[config.mk]
export PLATFORM = sky130hd
export DESIGN_NAME = key_seq_guard
export DESIGN_NICKNAME = d
export VERILOG_FILES = /design/src/rtl/keyseq_pkg.sv /design/src/rtl/key_lfsr_gen.sv /design/src/rtl/seq_tracker.sv /design/src/rtl/page_gate.sv /design/src/rtl/key_seq_guard.sv
export SDC_FILE = /design/constraint.sdc
export NUM_CORES = 1
export LEC_CHECK = 0
export BUFFER_PORTS_ARGS = -buffer_cell sky130_fd_sc_hd__buf_2
export CAP_MARGIN = 30
export CORE_ASPECT_RATIO = 1.25
export CORE_MARGIN = 1
export CORE_UTILIZATION = 45
export CTS_BUF_LIST = sky130_fd_sc_hd__clkbuf_4
export DETAILED_ROUTE_END_ITERATION = 10
export HOLD_SLACK_MARGIN = 0.03
export PLACE_DENSITY = 0.66
export SLEW_MARGIN = 20
export SYNTH_ARGS = -nofsm -noshare
export SYNTH_HDL_FRONTEND = slang
export SYNTH_SLANG_ARGS = --single-unit
[constraint.sdc]
create_clock -name clk -period 2.43 [get_ports clk]
set_clock_uncertainty 0.2 [all_clocks]
set_input_delay 0.6075 -clock clk [delete_from_list [all_inputs] [get_ports clk]]
set_output_delay 0.6075 -clock clk [all_outputs]
set_load 0.05 [all_outputs]
[src/rtl/keyseq_pkg.sv]
package keyseq_pkg;
  typedef enum logic [2:0] {
    TRK_IDLE   = 3'd0,
    TRK_PRE    = 3'd1,
    TRK_KEY    = 3'd2,
    TRK_DECIDE = 3'd3,
    TRK_FINISH = 3'd4
  } trk_state_t;

  // Mask of the bits whose exclusive-or feeds back into one nibble's top bit.
  function automatic logic lane_feedback(input logic [3:0] nib, input logic [3:0] taps);
    return ^(nib & taps);
  endfunction
endpackage

[src/rtl/key_lfsr_gen.sv]
module key_lfsr_gen #(
  parameter int               NIB_W = 4,
  parameter int               LANES = 2,
  parameter logic [7:0]       SEED  = 8'hFF,
  parameter logic [7:0]       TAPS  = {4'b1001, 4'b0011}
) (
  input  logic                    clk,
  input  logic                    load,
  input  logic                    step,
  output logic [LANES*NIB_W-1:0]  key_byte
);
  import keyseq_pkg::*;

  generate
    for (genvar g = 0; g < LANES; g++) begin : g_lane
      logic [NIB_W-1:0] nib_q;
      always_ff @(posedge clk) begin
        if (load)
          nib_q <= SEED[g*NIB_W +: NIB_W];
        else if (step)
          nib_q <= {lane_feedback(nib_q, TAPS[g*NIB_W +: NIB_W]), nib_q[NIB_W-1:1]};
      end
      assign key_byte[g*NIB_W +: NIB_W] = nib_q;
    end
  endgenerate
endmodule

[src/rtl/seq_tracker.sv]
module seq_tracker #(
  parameter int         DATA_W  = 8,
  parameter int         KEY_LEN = 13,
  parameter logic [7:0] SEED    = 8'hFF,
  localparam int        IDX_W   = $clog2(KEY_LEN)
) (
  input  logic              clk,
  input  logic              rst_n,
  input  logic              wr_stb,
  input  logic [DATA_W-1:0] wr_data,
  input  logic [DATA_W-1:0] key_byte,
  output logic              gen_load,
  output logic              gen_step,
  output logic              unlocked
);
  import keyseq_pkg::*;

  trk_state_t state_q, state_d;
  logic [IDX_W-1:0] idx_q, idx_d;
  logic unl_d;
  logic is_zero, hit, last_key;

  assign is_zero  = (wr_data == '0);
  assign hit      = (wr_data == key_byte);
  assign last_key = (idx_q == IDX_W'(KEY_LEN - 1));

  always_comb begin
    state_d  = state_q;
    idx_d    = idx_q;
    unl_d    = unlocked;
    gen_load = 1'b0;
    gen_step = 1'b0;
    if (wr_stb) begin
      unique case (state_q)
        TRK_IDLE: if (!is_zero) state_d = TRK_PRE;
        TRK_PRE: if (is_zero) begin
          state_d  = TRK_KEY;
          idx_d    = '0;
          gen_load = 1'b1;
        end
        TRK_KEY: begin
          if (hit) begin
            gen_step = 1'b1;
            if (last_key) state_d = TRK_DECIDE;
            else idx_d = idx_q + 1'b1;
          end else begin
            state_d = is_zero ? TRK_IDLE : TRK_PRE;
          end
        end
        TRK_DECIDE: begin
          if (hit) state_d = TRK_FINISH;
          else begin
            state_d = TRK_IDLE;
            unl_d   = 1'b0;
          end
        end
        TRK_FINISH: begin
          state_d = TRK_IDLE;
          unl_d   = 1'b1;
        end
        default: state_d = TRK_IDLE;
      endcase
    end
  end

  always_ff @(posedge clk) begin
    if (!rst_n) begin
      state_q  <= TRK_IDLE;
      idx_q    <= '0;
      unlocked <= 1'b0;
    end else begin
      state_q  <= state_d;
      idx_q    <= idx_d;
      unlocked <= unl_d;
    end
  end

  p_key_idx_bound_r3: assert property (@(posedge clk) disable iff (!rst_n)
    idx_q < IDX_W'(KEY_LEN));
  p_key_start_r2: assert property (@(posedge clk) disable iff (!rst_n)
    (state_q == TRK_PRE && wr_stb && wr_data == '0) |=> (state_q == TRK_KEY && key_byte == SEED));
  p_unlock_path_r4: assert property (@(posedge clk) disable iff (!rst_n)
    $rose(unlocked) |-> $past(state_q == TRK_FINISH && wr_stb));
  p_lock_path_r5: assert property (@(posedge clk) disable iff (!rst_n)
    $fell(unlocked) |-> $past(state_q == TRK_DECIDE && wr_stb && wr_data != key_byte));
  p_no_strobe_hold_r10: assert property (@(posedge clk) disable iff (!rst_n)
    !wr_stb |=> ($stable(state_q) && $stable(unlocked)));
endmodule

[src/rtl/page_gate.sv]
module page_gate (
  input  logic clk,
  input  logic rst_n,
  input  logic unlocked,
  input  logic map_wr_stb,
  input  logic map_wr_bit,
  output logic page_sel,
  output logic map_wr_en
);
  assign map_wr_en = map_wr_stb & unlocked;

  always_ff @(posedge clk) begin
    if (!rst_n) page_sel <= 1'b0;
    else if (map_wr_en) page_sel <= map_wr_bit;
  end

  p_locked_freeze_r7: assert property (@(posedge clk) disable iff (!rst_n)
    !$past(unlocked) |-> $stable(page_sel));
  p_unlocked_load_r8: assert property (@(posedge clk) disable iff (!rst_n)
    (map_wr_stb && unlocked) |=> (page_sel == $past(map_wr_bit)));
endmodule

[src/rtl/key_seq_guard.sv]
module key_seq_guard #(
  parameter int         DATA_W  = 8,
  parameter int         KEY_LEN = 13,
  parameter logic [7:0] SEED    = 8'hFF,
  parameter logic [7:0] TAPS    = {4'b1001, 4'b0011}
) (
  input  logic              clk,
  input  logic              rst_n,
  input  logic              wr_stb,
  input  logic [DATA_W-1:0] wr_data,
  input  logic              map_wr_stb,
  input  logic              map_wr_bit,
  output logic              unlocked,
  output logic              page_sel,
  output logic              map_wr_en
);
  localparam int NIB_W = 4;
  localparam int LANES = DATA_W / NIB_W;

  logic [DATA_W-1:0] key_byte;
  logic gen_load, gen_step;

  key_lfsr_gen #(.NIB_W(NIB_W), .LANES(LANES), .SEED(SEED), .TAPS(TAPS)) u_gen (
    .clk(clk), .load(gen_load), .step(gen_step), .key_byte(key_byte)
  );

  seq_tracker #(.DATA_W(DATA_W), .KEY_LEN(KEY_LEN), .SEED(SEED)) u_trk (
    .clk(clk), .rst_n(rst_n), .wr_stb(wr_stb), .wr_data(wr_data),
    .key_byte(key_byte), .gen_load(gen_load), .gen_step(gen_step),
    .unlocked(unlocked)
  );

  page_gate u_gate (
    .clk(clk), .rst_n(rst_n), .unlocked(unlocked), .map_wr_stb(map_wr_stb),
    .map_wr_bit(map_wr_bit), .page_sel(page_sel), .map_wr_en(map_wr_en)
  );
endmodule

==> flow_summary.toml <==
[status]
status = "finished clean"

[logic_synthesis]
synth_most_common_cell = "dfxtp_1"
ys.warnings.count = 0
synth-seq-cells = 17
netlist-cell-type-count = 30
syn_nets = 120
syn-instance-count = 105
synth-async-reset-ratio_pct = 0
ys_seq_area_share_pct = 36.8
synth_area_leaders = "dfxtp_1 (37%), mux2i_1 (8.6%), xor2_1 (7.6%)"
syn_avg_cell_area_um2 = 8.82
ys.flop_type = "dfxtp_1"
syn-cell-area_um2 = 926
synth.cells.most_frequent = "dfxtp_1 (17), nand2_1 (15), mux2i_1 (8), xor2_1 (8), inv_1 (6)"
synth_top_area_cell = "dfxtp_1"
yosysTopAreaCellShare_pct = 36.8
synth_edf_count = 0

[grt]
grt_pass1_wl_um = 2840
grt_max_degree = 11
grt.total_usage_pct = 17.3
overflow = 0
antenna_found_initial = 0
grt_pass1_vias = 654

[timing]
rsz0062_at_grt = "no"
setup_viol = 0
fin_crit_sh_pct = 81.6
tightest_slew_ns = 0.315
relSlewSlack_pct = 79.0
finalCriticalPeriod_ns = 1.98
fmax_ghz = 0.504
maxSlewViolCount = 0
fin_setup_tns_ns = 0
hold_viol = 0

[place]
gp_congestion = 0.761
dpl.hpwl_um = 1390
portBuffers = 15
placed_cell_area_um2 = 1020

[floorplanning]
die_h_um = 52.7
start_util_pct = 47.3
dieArea_um2 = 2240
core-area_um2 = 1960
ios = 16
die_w_um = 42.6
row_count = 18

[cts]
clk-insertion-delay-late_ns = 0.28
cts_buffer_depth = 2
cts-root-buf = "clkbuf_4"
cts_setup_buffers = 0
cts_buffers = 3
cts_resized = 0
cts_tree = "done"
clk_pin_slew_worst_paths_ns = 0.10
ctsHtreeMaxLevel = 1
clkSinkCount = 17
cts-hold-fix-buffers = 0

[final_layout]
antenna_cells = 0
final_cell_area_um2 = 1050
nets = 137
seqCellArea_um2 = 340
multi_input_area_um2 = 542
drive_above_1_share_pct = 19.8
fill_cells = 197
areaGrowthSynthToFinish_pct = 13.4

[detailed_routing]
first_pass_iters = 3
routed-wl-met3_um = 49
drc = 0
met2_length_um = 888
vias_per_cell = 5.40
vias = 762
drt_iter0_drc = 3
top_layer = "met4"
drt-met1-wl_um = 757
totalWireLength_um = 1710
routedWlPerCell_um = 12.1
final_antenna_net_count = 0

[setup_path]
r2r_setup_slack_ns = 0.51
critPathTopFamily = "simple AND/OR/NAND/NOR gates"
worst-endpoint-arrival_ns = 1.96
critical_path_required_ns = 2.41
reg2reg_from = "u_gen.g_lane[0].nib_q[0]"
start_kind = "input pin"
ff2ff_path_depth = 5
path_buf_inv = 1
startpoint = "wr_data[6]"
path_max_fanout = 7
reg2reg_to = "u_trk.idx_q[3]"
cpPeakStageDelay_ns = 0.34
crit_chain = "buf_2 -> xor2_1 -> nor4_4 -> nand4_2 -> o211a_1 -> o22a_1"
crit_type = "input pin to register"
crit_slowest_cell = "nor4_4"
cp-end-kind = "register"

[hold_path]
holdCritPathClass = "register to register"
hold_path_depth = 2
hold_end = "u_trk.idx_q[1]"
hp-start = "u_trk.idx_q[1]"

[pwr]
ir_drop_v = 0.000340
power_density_nw_per_um2 = 480
p_leak_nw = 0.508

[job]
maxCapViolCount = 0
==> how the worst max path moves through the flow <==
stage,cells after the start,slack (ns),to
after floorplan,5,0.39,u_trk.idx_q[3]
after global placement,6,0.19,u_trk.idx_q[3]
after detailed placement,6,0.13,u_trk.idx_q[3]
after CTS,6,0.44,u_trk.idx_q[3]
after global routing,7,0.37,u_gen.g_lane[1].nib_q[3]
final,6,0.45,u_trk.idx_q[3]
==> placed cells by master (no fill, tap or decap), drive strengths merged <==
master | netlist | routed
o21ai | 4 | 4
nand4 | 2 | 2
nand2 | 15 | 15
o31a | 2 | 2
a31oi | 1 | 1
buf | 2 | 17
o211ai | 1 | 1
nand3 | 5 | 5
inv | 6 | 6
and2 | 3 | 3
clkbuf | 3 | 4
nor4 | 5 | 5
ha | 2 | 2
a21oi | 1 | 1
or3 | 2 | 2
xor2 | 8 | 8
nor3 | 1 | 1
xnor2 | 1 | 1
mux2i | 8 | 8
nor3b | 2 | 2
o22a | 2 | 2
o211a | 1 | 1
nor2b | 1 | 1
o2bb2ai | 1 | 1
nor2 | 4 | 4
o22ai | 3 | 3
and3 | 2 | 2
dfxtp | 17 | 17
==> worst register-to-register path, delay by kind of cell, from the launching register on <==
family,cells,cell delay [ns]
flip-flops,1,0.36
AND/OR/NAND/NOR,2,0.55
AO/OA/AOI/OAI,2,0.52
XOR/XNOR,1,0.19
==> metal layers <==
| layer | global-route usage (%) | up-vias |
|---|---|---|
| met3 | 5.17 | 2 |
| li1 | - | 398 |
| met4 | 6.25 | 0 |
| met1 | 20.6 | 351 |
| met5 | 0 | - |
| met2 | 29.2 | 11 |
==> cells by family after synthesis <==
logic type | share of synthesized area, %
simple gates | 26.6
flops | 36.8
compound gates | 12.0
buf+inv | 4.73
xor+xnor | 8.51
mux | 8.65
fa+ha+maj | 2.70
==> flip-flops by register name (all words and copies together), names as in the netlist <==
signal / cells
u_gen.g_lane.nib_q: 8
u_trk.idx_q: 4
u_trk.unlocked: 1
u_trk.state_q: 3
u_gate.page_sel: 1
==> area by class of cell <==
type                    count  area share [%]
flip-flops and latches     17            32.4
repair buffers             17            8.58
clock buffers               4            2.86
well taps                  20            2.38
inverters                   6            2.15
multi-input cells          77            51.6
==> report_power, final <==
group | internal [mW] | switching, mW
logic | 0.0238 | 0.0286
registers | 0.285 | 0.00787
clock network | 0.0748 | 0.0840
==> stage by stage <==
step | hold slack [ns] | power (mW) | std cells | setup WS [ns] | util (%)
2_1_floorplan | 0.260 | 0.334 | 105 | 0.386 | -
3_3_place_gp | 0.274 | 0.351 | 137 | 0.188 | 52.0
3_5_place_dp | 0.292 | 0.352 | 137 | 0.133 | 52.0
4_1_cts | 0.306 | 0.514 | 141 | 0.444 | 53.6
5_1_grt | 0.343 | 0.540 | 141 | 0.371 | 53.6
6_report | 0.302 | 0.504 | 141 | 0.446 | 53.6
Note: power is estimated with default switching activity, not from simulation.
